===== src/rtl/spi_status_guard.sv =====
module spi_status_guard #(
  parameter logic [7:0] OP_ARM_SR = 8'h50,
  parameter logic [7:0] OP_ARM_WE = 8'h06,
  parameter logic [7:0] OP_WR_SR  = 8'h01,
  parameter logic [7:0] RST_VAL   = 8'h3C,
  parameter int         CMD_BITS  = 8
) (
  input  logic       clk,
  input  logic       rst_n,
  input  logic       spi_cs_n,
  input  logic       spi_sck,
  input  logic       spi_mosi,
  input  logic       wp_n,
  output logic [7:0] status,
  output logic       armed,
  output logic       wr_ok
);
  localparam int         FRAME_BITS = 2 * CMD_BITS;
  localparam int         CW         = $clog2(FRAME_BITS + 2) + 1;
  localparam logic [CW-1:0] CMAX    = '1;
  localparam logic [7:0] WMASK      = 8'hBC;
  localparam logic [7:0] LOCK_BIT   = 8'h80;

  logic          cs_q, cs_d, sck_q, sck_d, mosi_q, wp_q;
  logic [CW-1:0] cnt;
  logic [FRAME_BITS-1:0] shreg;

  always_ff @(posedge clk or negedge rst_n)
    if (!rst_n) begin
      cs_q <= 1'b1; cs_d <= 1'b1; sck_q <= 1'b0; sck_d <= 1'b0;
      mosi_q <= 1'b0; wp_q <= 1'b1;
    end else begin
      cs_q <= spi_cs_n; cs_d <= cs_q; sck_q <= spi_sck; sck_d <= sck_q;
      mosi_q <= spi_mosi; wp_q <= wp_n;
    end

  wire sck_rise = sck_q & ~sck_d & ~cs_q;
  wire cs_rise  = cs_q & ~cs_d;

  always_ff @(posedge clk or negedge rst_n)
    if (!rst_n) begin
      cnt <= '0; shreg <= '0;
    end else if (cs_rise) begin
      cnt <= '0;
    end else if (sck_rise) begin
      shreg <= {shreg[FRAME_BITS-2:0], mosi_q};
      if (cnt != CMAX) cnt <= cnt + 1'b1;
    end

  wire [7:0] short_op = shreg[CMD_BITS-1:0];
  wire [7:0] long_op  = shreg[FRAME_BITS-1:CMD_BITS];
  wire [7:0] wdata    = shreg[CMD_BITS-1:0];
  wire arm_hit  = cs_rise && cnt == CW'(CMD_BITS) &&
                  (short_op == OP_ARM_SR || short_op == OP_ARM_WE);
  wire wr_frame = cs_rise && armed && cnt == CW'(FRAME_BITS) && long_op == OP_WR_SR;
  wire locked   = ~wp_q & status[7];
  wire wr_go    = wr_frame & ~locked;

  always_ff @(posedge clk or negedge rst_n)
    if (!rst_n) begin
      status <= RST_VAL; armed <= 1'b0; wr_ok <= 1'b0;
    end else begin
      wr_ok <= wr_go;
      if (cs_rise) armed <= arm_hit;
      if (wr_go) status <= (status & ~WMASK) | (wdata & WMASK);
    end

  a_r1_ro_bits_zero: assert property (@(posedge clk) disable iff (!rst_n)
    (status & ~WMASK) == 8'h00);
  a_r7_lock_freezes: assert property (@(posedge clk) disable iff (!rst_n)
    (~wp_q && (status & LOCK_BIT) != 8'h00) |=> $stable(status));
  a_r10_change_at_end: assert property (@(posedge clk) disable iff (!rst_n)
    !$stable(status) |-> $past(cs_rise));
  a_r3_arm_at_end: assert property (@(posedge clk) disable iff (!rst_n)
    $rose(armed) |-> $past(cs_rise));
  a_r4_ok_disarms: assert property (@(posedge clk) disable iff (!rst_n)
    wr_ok |-> !armed);
endmodule


===== config.mk =====
export PLATFORM = sky130hd
export DESIGN_NAME = spi_status_guard
export DESIGN_NICKNAME = d
export VERILOG_FILES = /design/src/rtl/spi_status_guard.sv
export SDC_FILE = /design/constraint.sdc
export NUM_CORES = 1
export LEC_CHECK = 0
export BUFFER_PORTS_ARGS = -buffer_cell sky130_fd_sc_hd__buf_2
export CAP_MARGIN = 20
export CORE_UTILIZATION = 56
export CTS_CLUSTER_DIAMETER = 100
export DETAILED_ROUTE_END_ITERATION = 10
export GPL_ROUTABILITY_DRIVEN = 1
export HOLD_SLACK_MARGIN = 0.05
export PLACE_DENSITY = 0.78
export SLEW_MARGIN = 25
export SYNTH_ARGS = -nofsm -noshare
export SYNTH_HDL_FRONTEND = slang
export SYNTH_SLANG_ARGS = --single-unit

===== constraint.sdc =====
create_clock -name clk -period 2.15 [get_ports clk]
set_clock_uncertainty 0.15 [all_clocks]
set_input_delay 0.1075 -clock clk [delete_from_list [all_inputs] [get_ports clk]]
set_output_delay 0.1075 -clock clk [all_outputs]
set_load 0.02 [all_outputs]

==> results.cfg <==
[final_layout]
layout-drive-gt1-share_pct = 39.7
layout_common_cells = dfrtp_1, mux2_2, buf_2, nor2_1, dfstp_2
synthToLayoutAreaGrowth_pct = 12.5
fill_cells = 186
final_nets = 143
final_design_area_no_fill_sq_mm = 0.00167
layout_commonest_cell = dfrtp_1
antennaDiodeCount = 0

[critical_path]
cp_slowest_stage_delay_ns = 0.57
end_kind = flip-flop
critPathBufInv = 0
cp_top_family = simple AND/OR/NAND/NOR gates
start_kind = flip-flop
cp_slowest_cell = dfstp_2
arrival_ns = 1.91
cp_max_fo = 5
required_ns = 2.21
crit_type = flip-flop to flip-flop
rrSetupSlack_ns = 0.29
cp_cell_sequence = nor2b_1 > nand3_2 > nor3_4 > mux2_2

[timing]
hold_violations = 0
min_period_ns = 1.86
post-route-period-util_pct = 86.5
fmax_mhz = 538
setup_viol = 0
slew_headroom_pct = 48.6
worst_pin_slew_ns = 0.770
finalSetupTns_ns = 0
slew_violations = 0
rsz0062_at_grt = no

[cts]
clock-sinks = 35
postCtsSetupRepairBufs = 0
cts-resized-gates = 0
cts_tree = built
htree_levels = 2
cts_root_buf = clkbuf_4
insertion_delay_ns = 0.32
clk_path_buf_depth = 2
path_clk_slew_ns = 0.10
cts_made_buffers = 5
cts_hold_buf = 5

[drt]
drt-initial-drc-count = 13
finalWirelength_microns = 2320
drtPass1Iterations = 4
wl_per_cell_microns = 14.0
detail-route-antenna-nets = 0
viasPerCell = 5.46
drc = 0
vias = 906

[synth]
ys.flop_type = dfrtp_1
syn_inst = 113
netlist_area_sq_mm = 0.00148
avgSynthCellArea_sq_um = 13.1
synth_seq_cells = 35
yosysUniqueCellTypes = 32
synthArstFlopShare_pct = 100
ys_warn_count = 0
synth_edf_count = 0
ys_seq_area_share_pct = 59.7

[pwr]
vdd_drop_max_mv = 0.585
p_leak_nw = 0.798
power_density_mw_per_mm2 = 787

[global_routing]
grt_pass1_wl_microns = 3780
grt_max_degree = 36
antenna_found_initial = 0
grt_pass1_vias = 878
track_usage_pct = 19.1
grt_overflow = 0

[place]
portBuffers = 12
gp_congestion = 0.783
hpwlAfterDp_microns = 1620
placed_cell_area_sq_mm = 0.00157

[floorplanning]
core_sq_mm = 0.00250
start_util_pct = 59.3
dieArea_sq_mm = 0.00286
rows = 18
fp.dieW_microns = 53.5
die_h_microns = 53.5
io_pins = 16

[status]
status = finished clean

[run]
maxCapViolCount = 0

[min_path]
min_path_type = input pin to asynchronous set/reset pin
-- Yosys cell counts (2+ instances only) --
library cell	instances	share of area [%]
and3_1	2	0.84
nor2_1	10	2.5
buf_2	2	0.68
buf_4	4	2.0
nand2_1	5	1.3
dfstp_2	7	12
mux2i_1	2	1.4
mux2_2	22	17
ha_1	2	1.7
dfrtp_1	28	47
nor3_1	2	0.68
nand3_1	3	1.0
inv_1	5	1.3
-- final cells by class --
| cell class | instances | area [sq um] | share of cell area [%] |
|---|---|---|---|
| flip-flops and latches | 35 | 885 | 53.0 |
| multi-input cells | 69 | 552 | 33.1 |
| repair buffers | 19 | 125 | 7.50 |
| clock buffers | 7 | 45.0 | 2.70 |
| well taps | 30 | 37.5 | 2.25 |
| inverters | 5 | 18.8 | 1.13 |
| clock inverters | 1 | 5.00 | 0.300 |
-- layer usage --
layer | share of wire, % | GRT usage, %
met3 | 2.9 | 5.17
met5 | 0 | 0
met2 | 51 | 31.7
met1 | 45 | 23.5
met4 | 1.3 | 7.46
-- cells by family (layout without fill, tap and decap cells) --
kind of cell | after synthesis | after routing | synth area share [%]
DFF | 35 | 35 | 59.7
and+or+nand+nor | 31 | 31 | 11.6
muxes | 24 | 24 | 18.1
buffers and inverters | 11 | 32 | 3.97
AOI/OAI and AO/OA | 7 | 7 | 3.54
adders and majority gates | 2 | 2 | 1.69
xor gates and xnor gates | 2 | 2 | 1.18
other | 1 | 3 | 0.253
-- final timing paths --
check	start	end	cells past startpoint
worst max-delay path	cs_q$_DFF_PN1_	status[7]$_DFFE_PN0P_	4
worst min-delay path	rst_n	cnt[5]$_DFFE_PN0P_	2
worst max register to register	cs_q$_DFF_PN1_	status[7]$_DFFE_PN0P_	4
worst min register to register	cs_q$_DFF_PN1_	cs_d$_DFF_PN1_	0
max in group asynchronous	rst_n	shreg[4]$_DFFE_PN0P_	2
min in group clk	cs_q$_DFF_PN1_	cs_d$_DFF_PN1_	0
-- state kept, by name, summed over array words and instances, names as in the netlist --
register / flops
cnt: 6
cs_d: 1
wp_q: 1
status: 5
sck_q: 1
mosi_q: 1
cs_q: 1
shreg: 16
wr_ok: 1
sck_d: 1
armed: 1
-- power by group --
| part | internal (mW) | total [mW] | switching [mW] |
|---|---|---|---|
| clock network | 0.127 | 0.321 | 0.194 |
| registers | 0.746 | 0.827 | 0.0807 |
| logic | 0.0947 | 0.165 | 0.0700 |
-- per-stage QoR --
stage	cells	util [%]	total power, mW	hold slack [ns]	setup WS, ns
4_1_cts	166	66.7	1.33	0.238	0.272
5_1_grt	166	66.7	1.39	0.247	0.203
2_1_floorplan	115	-	0.940	-0.338	0.349
3_3_place_gp	153	62.7	0.986	0.0558	0.328
3_5_place_dp	153	62.7	1.00	0.0641	0.298
6_report	166	66.7	1.31	0.242	0.291
Note: power is estimated with default switching activity, not from simulation.
